## config.mk

```make
export PLATFORM = sky130hd
export DESIGN_NAME = aer_signal_gate
export DESIGN_NICKNAME = d
export VERILOG_FILES = /design/src/rtl/aer_gate_pkg.sv /design/src/rtl/aer_rst_sync.sv /design/src/rtl/aer_err_classify.sv /design/src/rtl/aer_sticky_bits.sv /design/src/rtl/aer_hop_gate.sv /design/src/rtl/aer_signal_gate.sv
export SDC_FILE = /design/constraint.sdc
export NUM_CORES = 1
export LEC_CHECK = 0
export ABC_AREA = 1
export BUFFER_PORTS_ARGS = -buffer_cell sky130_fd_sc_hd__buf_2
export CAP_MARGIN = 0
export CORE_MARGIN = 3
export CORE_UTILIZATION = 50
export DETAILED_ROUTE_END_ITERATION = 10
export PLACE_DENSITY = 0.84
export SETUP_SLACK_MARGIN = 0.15
export SLEW_MARGIN = 20
export SYNTH_ARGS = -nofsm -noshare
export SYNTH_HDL_FRONTEND = slang
export SYNTH_HIERARCHICAL = 1
export SYNTH_SLANG_ARGS = --single-unit
```

## constraint.sdc

```tcl
create_clock -name clk -period 4.84 [get_ports clk]
set_input_delay 0.968 -clock clk [delete_from_list [all_inputs] [get_ports clk]]
set_output_delay 0.968 -clock clk [all_outputs]
set_load 0.05 [all_outputs]
```

## src/rtl/aer_gate_pkg.sv

```systemverilog
package aer_gate_pkg;
  typedef enum logic [1:0] {
    SEV_COR      = 2'd0,
    SEV_NONFATAL = 2'd1,
    SEV_FATAL    = 2'd2
  } sev_e;

  typedef struct packed {
    logic ur;
    logic fatal;
    logic nonfatal;
    logic cor;
  } devsta_t;
endpackage

```

## src/rtl/aer_rst_sync.sv

```systemverilog
module aer_rst_sync (
  input  logic clk,
  input  logic rst_n,
  output logic rst_n_sync
);
  logic [1:0] stage_q;
  logic [1:0] stage_d;

  always_comb begin
    stage_d = {stage_q[0], 1'b1};
  end

  always_ff @(posedge clk or negedge rst_n) begin
    if (!rst_n) stage_q <= 2'b00;
    else        stage_q <= stage_d;
  end

  assign rst_n_sync = stage_q[1];
endmodule

```

## src/rtl/aer_err_classify.sv

```systemverilog
module aer_err_classify
  import aer_gate_pkg::*;
#(
  parameter int ERR_W   = 32,
  parameter int ADV_BIT = 13
) (
  input  logic             err_valid,
  input  logic [ERR_W-1:0] err_status,
  input  logic             err_is_cor,
  input  logic             err_advisory,
  input  logic             err_is_ur,
  input  logic [ERR_W-1:0] cor_mask,
  input  logic [ERR_W-1:0] uncor_mask,
  input  logic [ERR_W-1:0] uncor_sev,
  input  logic             cmd_serr_en,
  input  logic             ctl_cor_en,
  input  logic             ctl_nonfatal_en,
  input  logic             ctl_fatal_en,
  input  logic             ctl_ur_en,
  output logic [ERR_W-1:0] set_cor,
  output logic [ERR_W-1:0] set_uncor,
  output devsta_t          set_dev,
  output logic             do_log,
  output logic             do_msg,
  output sev_e             msg_sev
);
  localparam logic [ERR_W-1:0] ADV_ONEHOT = ERR_W'(1) << ADV_BIT;

  logic one_hot;
  logic evt;
  logic is_fatal;
  logic cmask_hit;
  logic umask_hit;
  logic ur_blocked;

  always_comb begin
    one_hot    = (err_status != '0) && ((err_status & (err_status - ERR_W'(1))) == '0);
    evt        = err_valid && one_hot;
    is_fatal   = |(err_status & uncor_sev);
    cmask_hit  = |(err_status & cor_mask);
    umask_hit  = |(err_status & uncor_mask);
    ur_blocked = err_is_ur && !ctl_ur_en && !cmd_serr_en;

    set_cor   = '0;
    set_uncor = '0;
    set_dev   = '0;
    do_log    = 1'b0;
    do_msg    = 1'b0;
    msg_sev   = SEV_COR;

    if (evt) begin
      if (err_is_cor) begin
        set_dev.cor = 1'b1;
        set_cor     = err_status;
        if (!cmask_hit) begin
          do_msg  = ctl_cor_en;
          msg_sev = SEV_COR;
        end
      end else if (err_advisory && !is_fatal) begin
        set_dev.cor = 1'b1;
        set_dev.ur  = err_is_ur;
        set_cor     = ADV_ONEHOT;
        if (!cor_mask[ADV_BIT]) begin
          set_uncor = err_status;
          do_log    = !umask_hit;
          do_msg    = ctl_cor_en && (!err_is_ur || ctl_ur_en);
          msg_sev   = SEV_COR;
        end
      end else begin
        set_dev.fatal    = is_fatal;
        set_dev.nonfatal = !is_fatal;
        set_dev.ur       = err_is_ur;
        set_uncor        = err_status;
        if (!umask_hit) begin
          do_log = 1'b1;
          if (ur_blocked) begin
            do_msg = 1'b0;
          end else if (is_fatal) begin
            do_msg  = cmd_serr_en || ctl_fatal_en;
            msg_sev = SEV_FATAL;
          end else begin
            do_msg  = cmd_serr_en || ctl_nonfatal_en;
            msg_sev = SEV_NONFATAL;
          end
        end
      end
    end
  end
endmodule

```

## src/rtl/aer_sticky_bits.sv

```systemverilog
module aer_sticky_bits #(
  parameter int W = 32
) (
  input  logic         clk,
  input  logic         rst_n,
  input  logic [W-1:0] set,
  output logic [W-1:0] q
);
  logic         upd;
  logic [W-1:0] nxt;

  always_comb begin
    upd = |set;
    nxt = q | set;
  end

  always_ff @(posedge clk or negedge rst_n) begin
    if (!rst_n)   q <= '0;
    else if (upd) q <= nxt;
  end
endmodule

```

## src/rtl/aer_hop_gate.sv

```systemverilog
module aer_hop_gate
  import aer_gate_pkg::*;
#(
  parameter int SRC_W = 16
) (
  input  logic             clk,
  input  logic             rst_n,
  input  logic             in_valid,
  input  logic [1:0]       in_sev,
  input  logic [SRC_W-1:0] in_src,
  input  logic             serr_fwd_en,
  output logic             rcv_serr,
  output logic             out_valid,
  output logic [1:0]       out_sev,
  output logic [SRC_W-1:0] out_src
);
  logic             rcv_d;
  logic             rcv_en;
  logic             fwd_d;

  always_comb begin
    rcv_en = in_valid && (in_sev != SEV_COR);
    rcv_d  = rcv_serr | rcv_en;
    fwd_d  = in_valid && serr_fwd_en;
  end

  always_ff @(posedge clk or negedge rst_n) begin
    if (!rst_n) begin
      rcv_serr  <= 1'b0;
      out_valid <= 1'b0;
      out_sev   <= 2'd0;
      out_src   <= '0;
    end else begin
      out_valid <= fwd_d;
      if (rcv_en) rcv_serr <= rcv_d;
      if (fwd_d) begin
        out_sev <= in_sev;
        out_src <= in_src;
      end
    end
  end
endmodule

```

## src/rtl/aer_signal_gate.sv

```systemverilog
module aer_signal_gate
  import aer_gate_pkg::*;
#(
  parameter int ERR_W   = 32,
  parameter int ADV_BIT = 13,
  parameter int BUS_W   = 8,
  parameter int FN_W    = 8
) (
  input  logic                  clk,
  input  logic                  rst_n,
  input  logic                  err_valid,
  input  logic [ERR_W-1:0]      err_status,
  input  logic                  err_is_cor,
  input  logic                  err_advisory,
  input  logic                  err_is_ur,
  input  logic [ERR_W-1:0]      cor_mask,
  input  logic [ERR_W-1:0]      uncor_mask,
  input  logic [ERR_W-1:0]      uncor_sev,
  input  logic                  cmd_serr_en,
  input  logic                  ctl_cor_en,
  input  logic                  ctl_nonfatal_en,
  input  logic                  ctl_fatal_en,
  input  logic                  ctl_ur_en,
  input  logic [BUS_W-1:0]      bus_num,
  input  logic [FN_W-1:0]       devfn,
  input  logic                  hop_in_valid,
  input  logic [1:0]            hop_in_sev,
  input  logic [BUS_W+FN_W-1:0] hop_in_src,
  input  logic                  bridge_serr_en,
  output logic [3:0]            dev_status,
  output logic [ERR_W-1:0]      cor_status,
  output logic [ERR_W-1:0]      uncor_status,
  output logic                  log_req,
  output logic                  msg_valid,
  output logic [1:0]            msg_sev,
  output logic [BUS_W+FN_W-1:0] msg_src,
  output logic                  sec_rcv_serr,
  output logic                  hop_out_valid,
  output logic [1:0]            hop_out_sev,
  output logic [BUS_W+FN_W-1:0] hop_out_src
);
  localparam int SRC_W = BUS_W + FN_W;

  logic             rst_n_int;
  logic [ERR_W-1:0] set_cor;
  logic [ERR_W-1:0] set_uncor;
  devsta_t          set_dev;
  logic             do_log;
  logic             do_msg;
  sev_e             nxt_sev;
  logic [SRC_W-1:0] src_id;

  aer_rst_sync u_rst (
    .clk        (clk),
    .rst_n      (rst_n),
    .rst_n_sync (rst_n_int)
  );

  aer_err_classify #(.ERR_W(ERR_W), .ADV_BIT(ADV_BIT)) u_cls (
    .err_valid       (err_valid),
    .err_status      (err_status),
    .err_is_cor      (err_is_cor),
    .err_advisory    (err_advisory),
    .err_is_ur       (err_is_ur),
    .cor_mask        (cor_mask),
    .uncor_mask      (uncor_mask),
    .uncor_sev       (uncor_sev),
    .cmd_serr_en     (cmd_serr_en),
    .ctl_cor_en      (ctl_cor_en),
    .ctl_nonfatal_en (ctl_nonfatal_en),
    .ctl_fatal_en    (ctl_fatal_en),
    .ctl_ur_en       (ctl_ur_en),
    .set_cor         (set_cor),
    .set_uncor       (set_uncor),
    .set_dev         (set_dev),
    .do_log          (do_log),
    .do_msg          (do_msg),
    .msg_sev         (nxt_sev)
  );

  aer_sticky_bits #(.W(ERR_W)) u_cor_sta (
    .clk (clk), .rst_n (rst_n_int), .set (set_cor), .q (cor_status)
  );

  aer_sticky_bits #(.W(ERR_W)) u_unc_sta (
    .clk (clk), .rst_n (rst_n_int), .set (set_uncor), .q (uncor_status)
  );

  aer_sticky_bits #(.W(4)) u_dev_sta (
    .clk (clk), .rst_n (rst_n_int), .set (set_dev), .q (dev_status)
  );

  aer_hop_gate #(.SRC_W(SRC_W)) u_hop (
    .clk         (clk),
    .rst_n       (rst_n_int),
    .in_valid    (hop_in_valid),
    .in_sev      (hop_in_sev),
    .in_src      (hop_in_src),
    .serr_fwd_en (bridge_serr_en),
    .rcv_serr    (sec_rcv_serr),
    .out_valid   (hop_out_valid),
    .out_sev     (hop_out_sev),
    .out_src     (hop_out_src)
  );

  always_comb begin
    src_id = (SRC_W'(bus_num) << FN_W) | SRC_W'(devfn);
  end

  always_ff @(posedge clk or negedge rst_n_int) begin
    if (!rst_n_int) begin
      log_req   <= 1'b0;
      msg_valid <= 1'b0;
      msg_sev   <= 2'd0;
      msg_src   <= '0;
    end else begin
      log_req   <= do_log;
      msg_valid <= do_msg;
      if (do_msg) begin
        msg_sev <= nxt_sev;
        msg_src <= src_id;
      end
    end
  end
endmodule

```

Word-level counts from Yosys, hierarchy flattened --
Cells that the tools add are included.
Word-level totals: logic and storage cells 78, input bits 175, latch bits 0, flip-flop bits (word level) 110, memories 0, RAM bits 0, ROM bits 0
Cells by class: $add $sub $neg 1, divide/modulo/power cells 0, magnitude comparators 0, multiplexer cells 31, shift-type cells 0, bitwise gates (word level) 9, equal/unequal tests 0, reductions and logical operators 25, multipliers 0
Operators by type and width (count):
- 32-bit 2-to-1 mux | 6
- 32-bit OR reduction | 5
- 32-bit bitwise AND | 4
- 32-bit OR | 2
- 32-bit zero test | 1
- 32-bit nonzero test | 1
- 32-bit by 1-bit subtractor with 32-bit output, second input constant | 1
- 16-bit by 8-bit OR with 16-bit output | 1
- 1-bit 2-to-1 mux | 15
- 14-bit 2-to-1 mux | 1
- 2-bit 2-to-1 mux | 7
- 1-bit logical AND | 8
- 1-bit zero test | 5
- 4-bit 2-to-1 mux | 1
- 4-bit OR | 1
- 4-bit OR reduction | 1
- 1-bit logical OR | 3
- 3-bit 2-to-1 mux | 1
- 2-bit nonzero test | 1
- 1-bit OR | 1

Logic depth before layout (Yosys ltp) --
Gate-level depths: netlist of run 1.
depth after elaboration 8, mapped depth 19, gate-level depth less buffers 16

Modules after synthesis --
The synthesis of run 1 kept the hierarchy.
Modules (own cells, without submodules):
- aer_sticky_bits (u_cor_sta ...) | cells an instance 128, area each 1161.1 um^2, times used 2
- aer_err_classify | cells an instance 522, area each 2133.3 um^2, times used 1
- aer_hop_gate | cells an instance 82, area each 857.1 um^2, times used 1
- aer_signal_gate | cells an instance 78, area each 760.7 um^2, times used 1
- aer_sticky_bits (u_dev_sta) | cells an instance 16, area each 145.1 um^2, times used 1
- aer_rst_sync | cells an instance 3, area each 53.8 um^2, times used 1

Worst setup path before layout of run 1 --
No wires, ideal clock.
kind input to register, from input err_status[3], to register msg_src[4], slack 1.974 ns, data arrival time 2.747 ns, library setup time 0.119 ns, stages on the path 15, buffers on the path 3, path through buf_2 -> nor2_1 -> nand2_1 -> nor2_2 -> nand3_1 -> o21bai_1 -> nand2_1 -> nor3_4 -> nand2_2 -> nor2_1 -> buf_6 -> inv_8 -> buf_8 -> nand2_1 -> nand2_1
On the way: longest elaborated chain between the ends 8, elaborated cells on any way between the ends 21, those cells by class add/sub: 1; mux: 7; bitwise: 4; reduce/logical: 9
RTL lines:
- start, declared | line aer_signal_gate.sv:12 | input logic [ERR_W-1:0] err_status,
- branches (longest 7 deep; another with 32-bit by 1-bit subtractor with 32-bit output)
- 1-bit 2-to-1 mux (*) | line aer_err_classify.sv:51 | if (evt) begin
- net do_msg | line aer_signal_gate.sv:49 | logic do_msg;
- end signal, assigned | line aer_signal_gate.sv:121 | msg_src <= src_id;
- end, declared | line aer_signal_gate.sv:36 | output logic [BUS_W+FN_W-1:0] msg_src,
Mark *: on every way through the listed nets, which the timed path passes. A chain may end at the register's enable or synchronous reset.

Worst setup path in the final report of run 1 --
from input err_status[0], to register msg_src[7]
The elaborated chain is that of the path after synthesis.

==> metrics.yaml, run 1 <==
run:
  maxCapViolations: 0
critical_path:
  path_max_fanout: 33
  startpoint: "err_status[0]"
  rr_worst_depth: 1
  start_kind: "input port"
  r2r_end: "u_hop/out_sev[1]"
  critical_path_class: "in -> reg"
  critPathCaptureType: "register"
  critPathArrivalTime_ns: 3.57
  r2r-start: "u_rst/stage_q[1]"
  cp.required_ns: 5.08
  reg2reg_slack_ns: 3.31
layout:
  nNetsFinal: 1392
  n_antenna_cell: 0
  final_cells: 1390
  area_growth_pct: 27.5
  finish.instance_area_sq_um: 8000
  layout-drive-gt1-share_pct: 27.6
  fillers: 1158
  fin_util_pct: 65.8
global_route:
  grt_pass1_wl_um: 31400
  grt_max_degree: 61
  grt_antenna_before_repair: 0
  overflow: 0
  grt_pass1_vias: 6356
  grtUsageTotal_pct: 28.1
floorplan:
  dieWidth_um: 118
  die_h_um: 118
  ioPinCount: 283
  fp-row-count: 40
  initial_core_util_pct: 51.6
  core-area_sq_um: 12200
  die_area_sq_um: 13900
timing:
  tightestPinTransition_ns: 0.781
  slew_violations: 0
  max_freq_mhz: 300
  finalSetupViolations: 0
  tns_ns: 0
  rsz0062_at_grt: "false"
  slew_headroom_pct: 48.0
  finalCritPeriodShare_pct: 68.8
  finalClockSkew_ns: 0.00601
  hold_violations: 0
  setup_slack_ns: 1.51
  finalCriticalPeriod_ns: 3.33
routing:
  drtPass1Iterations: 5
  wirelength_met1_um: 8060
  met2WireLength_um: 9340
  drtIter0Drc: 466
  dr.max_layer_used: "met4"
  viasPerCell: 4.78
  vias: 6639
  drc_errors: 0
  dr_wl_met3_um: 1560
  wl_per_cell_um: 14.1
  antenna_left: 0
  wl_um: 19600
clock_network:
  cts_buffers: 9
  cts_buffer_depth: 2
  cts.clk_slew.worst_paths_ns: 0.08
  cts_tree: "done"
  clock_latency_ns: 0.35
  cts_setup_buffers: 0
  htree_levels: 3
  postCtsHoldBufs: 0
  clock-sinks: 110
  ctsResizeCount: 0
  root_buffer: "clkbuf_16"
run_status:
  status: "complete, no violations"
synthesis:
  synth_fa_ha_area_share_pct: 0
  avgSynthCellArea_sq_um: 6.55
  yosys.area_share.simple_pct: 36.7
  syn_inst: 957
  syn-num-nets: 1132
  synth_warnings: 6
  synth-seq-cells: 110
  synth-compound-area-share_pct: 3.51
  synth_top_family_by_area: "simple AND/OR/NAND/NOR gates"
  synth_cell_type_count: 28
  yosys-mux-area-fraction_pct: 0
  synth-xor-area-share_pct: 0
  yosysSeqAreaShare_pct: 43.9
  syn_area_sq_um: 6270
worst_hold_path:
  holdPathEnd: "u_rst/stage_q[1]"
  hold_depth: 0
  hp-class: "reg -> reg"
  hp-start: "u_rst/stage_q[0]"
place:
  gp_congestion: 0.919
  placedCellCount: 1374
  pre_cts_slack_ns: 1.18
  io_buffers: 282
  dp_hpwl_um: 15000
  placed_cell_area_sq_um: 7700
pwr:
  power_density_nw_per_um2: 253
  ir_drop_uv: 132
  leakage_nw: 4.56
worst max path at each step:
stage                 end  slack [ns]  cells after the start
4_1_cts        msg_src[7]        1.56                     14
6_report       msg_src[7]        1.51                     16
5_1_grt        msg_src[7]        1.22                     16
2_1_floorplan     log_req        1.55                      0
3_5_place_dp   msg_src[7]        1.18                     14
3_3_place_gp   msg_src[6]        1.27                     14
final cells by class:
type	instances	area (sq um)	area share, %
Sequential cell	110	2760	34.5
Multi-Input combinational cell	605	2530	31.6
Timing Repair Buffer	284	1430	17.8
Inverter	207	785	9.81
Clock buffer	10	239	2.99
Tap cell	168	210	2.63
Clock inverter	6	53.8	0.673
worst max-delay path, cell delays in order:
cell and delay, ns:
buf_2 0.15, nor2_2 0.18, nand2_1 0.18, nor2_1 0.22, nand2_1 0.10, nand2_1 0.07, nand2_1 0.05, inv_1 0.05
nand2_1 0.08, nor3_4 0.29, nand2_2 0.49, nor2_1 0.23, buf_4 0.28, inv_8 0.10, nand2_1 0.08, nand2_1 0.06
stage by stage:
step | total power, mW | hold WS (ns)
global route | 2.11 | 0.376
global placement | 1.31 | 0.344
detailed placement | 1.31 | 0.342
finish | 2.02 | 0.368
CTS | 2.04 | 0.373
floorplan | 1.17 | 0.331
kinds of logic (layout without fill, tap and decap cells):
| family | Yosys count | after routing |
|---|---|---|
| and+or+nand+nor | 574 | 574 |
| buffers and inverters | 242 | 507 |
| DFF | 110 | 110 |
| AOI/OAI and AO/OA | 30 | 30 |
| other | 1 | 1 |
power by group:
group          total (mW)  internal, mW  switching, mW
clock network       0.728         0.372          0.356
registers           0.958         0.938         0.0194
logic               0.335         0.110          0.225
cells in the mapped netlist:
master	instances	area, sq um
a21oi_1	2	10.0
buf_2	7	35.0
buf_4	1	7.51
buf_6	7	78.8
buf_8	1	15.0
clkbuf_1	19	71.3
conb_1	1	3.75
dfrtp_1	110	2750
inv_1	204	766
inv_2	2	7.51
inv_8	1	11.3
nand2_1	371	1390
nand2_2	7	43.8
nand2_4	1	11.3
nand3_1	22	110
nand3_4	1	17.5
nand4_1	14	87.6
nor2_1	146	548
nor2_2	3	18.8
nor2_4	2	22.5
nor3_1	3	15.0
nor3_4	1	16.3
nor3b_1	1	7.51
nor4_1	2	12.5
o21ai_0	4	20.0
o21ai_1	5	25.0
o21ai_2	18	158
o21bai_1	1	7.51
cell usage in the layout, fill, tap and decap left out:
| cell type | instances |
|---|---|
| a21oi_1 | 2 |
| buf_2 | 282 |
| buf_4 | 2 |
| clkbuf_16 | 9 |
| clkbuf_8 | 1 |
| clkinv_4 | 1 |
| clkinvlp_4 | 3 |
| conb_1 | 1 |
| dfrtp_1 | 109 |
| dfrtp_4 | 1 |
| inv_1 | 204 |
| inv_2 | 2 |
| inv_8 | 3 |
| nand2_1 | 371 |
| nand2_2 | 7 |
| nand2_4 | 1 |
| nand3_1 | 22 |
| nand3_4 | 1 |
| nand4_1 | 14 |
| nor2_1 | 146 |
| nor2_2 | 3 |
| nor2_4 | 2 |
| nor3_1 | 3 |
| nor3_4 | 1 |
| nor3b_1 | 1 |
| nor4_1 | 2 |
| o21ai_0 | 4 |
| o21ai_1 | 5 |
| o21ai_2 | 18 |
| o21bai_1 | 1 |
flip-flops by register name, summed over array words and instances (netlist names):
register,cells
log_req,1
msg_sev,2
msg_src,16
msg_valid,1
u_cor_sta/q,32
u_dev_sta/q,4
u_hop/out_sev,2
u_hop/out_src,16
u_hop/out_valid,1
u_hop/rcv_serr,1
u_rst/stage_q,2
u_unc_sta/q,32
layer usage:
metal  global-route usage [%]  vias to the layer above
met3                     4.81                       49
met2                     47.8                      329
met1                     35.7                     2988
met5                        0                        -
li1                         -                     3273
met4                     11.1                        0
(Power assumes the default switching activity.)
==> inputs of run 2 (changes only) <==
Settings changed: CORE_UTILIZATION 50 to 48, PLACE_DENSITY 0.84 to 0.81.
Clock period 4.84 ns to 3.4 ns, I/O delays scaled along.
==> metrics.yaml, run 2 (synthesis results as in run 1) <==
run_status:
  status: "complete, no violations"
global_route:
  grtUsageTotal_pct: 26.7
  grt_pass1_vias: 6119
  grtUsageMet3_pct: 4.68
  grt_max_degree: 61
  grt_antenna_before_repair: 1
  grt.met2_usage_pct: 47.2
  overflow: 0
  grt_pass1_wl_um: 30300
  grt.busiest_layer: "met2"
  grt_use_met1_pct: 32.6
routing:
  drtPass1Iterations: 5
  vias: 6568
  wl_um: 19500
  drc_errors: 0
  antenna_left: 0
  wl_per_cell_um: 14.0
  drtIter0Drc: 382
  viasPerCell: 4.70
timing:
  finalClockSkew_ns: 0.00551
  max_freq_mhz: 388
  tightestPinTransition_ns: 0.663
  rsz0062_at_grt: "false"
  slew_headroom_pct: 55.8
  slew_violations: 0
  finalSetupViolations: 0
  hold_violations: 0
  tns_ns: 0
  finalCritPeriodShare_pct: 75.8
  finalCriticalPeriod_ns: 2.58
clock_network:
  postCtsHoldBufs: 0
  cts_setup_buffers: 0
  cts_buffers: 9
  cts_tree: "done"
  clock_latency_ns: 0.35
  clock-sinks: 110
  htree_levels: 3
  ctsResizeCount: 0
  cts_buffer_depth: 2
  root_buffer: "clkbuf_16"
  cts.clk_slew.worst_paths_ns: 0.07
critical_path:
  critical_path_class: "in -> reg"
  crit_family: "simple AND/OR/NAND/NOR gates"
  reg2reg_slack_ns: 2.29
  critPathCaptureType: "register"
  r2r_end: "u_unc_sta/q[20]"
  cp.required_ns: 3.64
  cpPeakStageDelay_ns: 0.29
  crit_buf_inv: 3
  critPathArrivalTime_ns: 2.82
  start_kind: "input port"
  path_max_fanout: 20
  r2r-start: "u_rst/stage_q[1]"
  path_cells: "buf_2 -> nor2_2 -> nand3_1 -> nor2_1 -> o21ai_0 -> nor2_1 -> nand2_1 -> nor3_4 -> nand2_2 -> nor2_1 -> buf_4 -> inv_8 -> nand2_1 -> nand2_1"
  slowest_stage: "nor3_4"
  rr_worst_depth: 1
run:
  maxCapViolations: 0
floorplan:
  die_area_sq_um: 14500
  fp-row-count: 41
  core-area_sq_um: 12700
  initial_core_util_pct: 49.3
  die_h_um: 120
  ioPinCount: 283
  dieWidth_um: 120
pwr:
  power_density_nw_per_um2: 367
  leakage_nw: 4.59
  ir_drop_uv: 284
place:
  dp_hpwl_um: 15300
  placedCellCount: 1380
  io_buffers: 282
  gp_congestion: 0.881
layout:
  area_growth_pct: 28.4
  nNetsFinal: 1394
  mostFrequentLayoutCells: "nand2_1 (371), buf_2 (282), inv_1 (204)"
  top_regs: "u_cor_sta/q: 32 flops, u_unc_sta/q: 32 flops"
  layout-drive-gt1-share_pct: 27.7
  layout_commonest_cell: "nand2_1"
  fillers: 1199
  final_cells: 1397
worst_hold_path:
  hp-class: "in -> async"
==> run 2: cell types whose count changed in the layout (fill, tap and decap cells not counted), sizes merged <==
cell | before | now
diode | 0 | 1
clkinvlp | 3 | 1
clkinv | 1 | 2
bufinv | 0 | 1
buf | 284 | 286
==> run 2: where the power goes <==
group	switching, mW	internal [mW]	leakage (nW)	total (mW)
combinational	0.321	0.159	3.30	0.480
sequential	0.0253	1.34	1.14	1.36
clock	0.512	0.605	0.153	1.12
total	0.858	2.10	4.59	2.96
==> run 2: worst max-delay path by stage <==
stage | start | endpoint | slack (ns) | cells after the start
after global routing | err_status[0] | u_unc_sta/q[9] | 0.62 | 14
after CTS | err_status[0] | msg_src[1] | 0.87 | 14
final | err_status[0] | msg_src[1] | 0.82 | 14
after floorplan | err_status[3] | msg_src[4] | 0.82 | 15
after detailed placement | err_status[0] | msg_sev[0] | 0.50 | 14
after global placement | err_status[0] | u_unc_sta/q[29] | 0.54 | 12
==> run 2: layer usage <==
layer | wire [um] | vias to the layer above
met5 | 0 | -
li1 | - | 3274
met4 | 551 | 0
met2 | 9630 | 269
met3 | 1330 | 39
met1 | 8030 | 2986
==> run 2: cell type report <==
class / instances / area [sq um] / share of cell area [%]
Antenna cell: 1 / 2.50 / 0.0311
Sequential cell: 110 / 2760 / 34.2
Clock buffer: 10 / 239 / 2.97
Inverter: 207 / 785 / 9.74
Multi-Input combinational cell: 605 / 2530 / 31.4
Tap cell: 172 / 215 / 2.67
Clock inverter: 6 / 77.6 / 0.963
Timing Repair Buffer: 286 / 1450 / 18.0
==> run 2: stage by stage <==
| stage | setup slack (ns) | total power, mW | instance area (sq um) | util, % | hold WS [ns] |
|---|---|---|---|---|---|
| 6_report | 0.822 | 2.96 | 8060 | 63.3 | 0.0953 |
| 5_1_grt | 0.622 | 3.09 | 8060 | 63.3 | 0.0777 |
| 4_1_cts | 0.868 | 2.98 | 8050 | 63.3 | 0.0878 |
| 3_5_place_dp | 0.500 | 1.87 | 7740 | 60.8 | 0.340 |
| 3_3_place_gp | 0.536 | 1.86 | 7740 | 60.8 | 0.339 |
| 2_1_floorplan | 0.822 | 1.67 | 6270 | - | 0.331 |
==> inputs of run 3 (changes only) <==
Clock period 3.4 ns to 2.65 ns, I/O delays scaled along.
==> metrics.yaml, run 3 (synthesis results as in run 1) <==
timing:
  finalSetupViolations: 0
  hold_violations: 0
  finalCritPeriodShare_pct: 84.0
  finalClockSkew_ns: 0.00401
  rsz0062_at_grt: "false"
  slew_violations: 0
  finalCriticalPeriod_ns: 2.23
  holdWs_ns: 0.294
  tns_ns: 0
  setup_slack_ns: 0.424
  max_freq_mhz: 449
layout:
  top_regs: "u_cor_sta/q: 32 flops, u_unc_sta/q: 32 flops"
  area_growth_pct: 30.2
  layout-drive-gt1-share_pct: 28.2
  finish.instance_area_sq_um: 8170
  fillers: 1220
  layout_commonest_cell: "nand2_1"
  multi_input_area_sq_um: 2530
  nNetsFinal: 1406
  mostFrequentLayoutCells: "nand2_1 (371), buf_2 (282), inv_1 (204)"
  area.sequential_sq_um: 2760
critical_path:
  start_kind: "input port"
  r2r-start: "u_rst/stage_q[1]"
  rr_worst_depth: 1
  path_max_fanout: 20
  critical_path_class: "in -> reg"
  cp.required_ns: 2.89
  reg2reg_slack_ns: 1.68
  critPathArrivalTime_ns: 2.47
  critPathCaptureType: "register"
  r2r_end: "u_cor_sta/q[7]"
routing:
  drtPass1Iterations: 5
  antenna_left: 0
  drtIter0Drc: 428
  wl_um: 19600
  vias: 6608
  viasPerCell: 4.69
  wl_per_cell_um: 13.9
  drc_errors: 0
clock_network:
  cts_buffer_depth: 2
  cts_buffers: 9
  cts_tree: "done"
  htree_levels: 3
  cts.clk_slew.worst_paths_ns: 0.07
  root_buffer: "clkbuf_16"
  clock_latency_ns: 0.35
  clock-sinks: 110
  ctsResizeCount: 0
pwr:
  ir_drop_uv: 347
  leakage_nw: 4.66
  power_density_nw_per_um2: 461
floorplan:
  die_area_sq_um: 14500
  initial_core_util_pct: 49.3
  fp-row-count: 41
  core-area_sq_um: 12700
  die_h_um: 120
  ioPinCount: 283
  dieWidth_um: 120
global_route:
  grt_max_degree: 54
  grt_pass1_vias: 6250
  grt_pass1_wl_um: 30700
  overflow: 0
  grtUsageTotal_pct: 27.0
  grt_antenna_before_repair: 1
place:
  placed_cell_area_sq_um: 7850
  gp_congestion: 0.937
  dp_hpwl_um: 15300
  io_buffers: 282
  pre_cts_slack_ns: 0.0619
run_status:
  status: "complete, no violations"
worst_hold_path:
  hp-class: "reg -> async"
run:
  maxCapViolations: 0
==> run 3: cell count changes in the layout (fill, tap and decap cells not counted), sizes merged <==
cell | before | now
buf | 286 | 297
clkinv | 2 | 3
dlygate4sd3 | 0 | 1
inv | 209 | 208
==> run 3: metal layers <==
layer  global-route usage, %  share of wire [%]  vias up
met4                    7.51                2.2        0
met5                       0                  0        -
met2                    46.9                 48      293
met3                    6.64                8.4       34
met1                    33.7                 41     2983
li1                        -                  -     3298
==> run 3: repair_timing <==
action / in CTS / in global routing
buffers inserted: 0 / 0
endpoints found under the hold margin: 2 / 0
hold buffers: 1 / 0
==> run 3: power by group <==
part / total [mW] / switching [mW] / internal, mW
Combinational: 0.635 / 0.424 / 0.211
Sequential: 1.74 / 0.0279 / 1.71
Clock: 1.39 / 0.640 / 0.752
Total: 3.77 / 1.09 / 2.68
==> run 3: cell type report <==
type	instances	share of cell area (%)
timing repair buffer	298	19.2
inverter	207	9.60
clock inverter	6	1.01
multi-input combinational	605	30.9
tap	172	2.63
sequential	110	33.7
antenna	1	0.0306
clock buffer	10	2.80
==> run 3: worst max-delay path, cell delays in order <==
cell and delay (ns):
buf_2 0.15, buf_4 0.16, nand2_1 0.05, nand2_1 0.05, nor2_1 0.10, nand2_1 0.06
nor3_1 0.21, buf_4 0.19, nand3_1 0.09, nand2_1 0.09, o21ai_0 0.08, nand2_1 0.09
nand2_1 0.05, nor2_1 0.17, buf_12 0.19, inv_8 0.08, nand2_1 0.06, nand2_1 0.05
==> run 3: worst max path at each step <==
| stage | from | endpoint | slack (ns) |
|---|---|---|---|
| floorplan | err_status[3] | msg_src[4] | 0.22 |
| global placement | err_status[10] | msg_src[8] | 0.14 |
| detailed placement | err_status[10] | msg_src[9] | 0.06 |
| CTS | err_status[10] | msg_sev[1] | 0.44 |
| global route | err_status[10] | msg_src[15] | 0.18 |
| finish | err_status[10] | msg_src[9] | 0.42 |
==> run 3: through the flow <==
stage | utilization (%) | instances | power (mW)
finish | 64.2 | 1409 | 3.77
detailed placement | 61.7 | 1391 | 2.41
global route | 64.2 | 1409 | 3.94
floorplan | - | 957 | 2.14
global placement | 61.7 | 1391 | 2.40
CTS | 64.2 | 1408 | 3.81
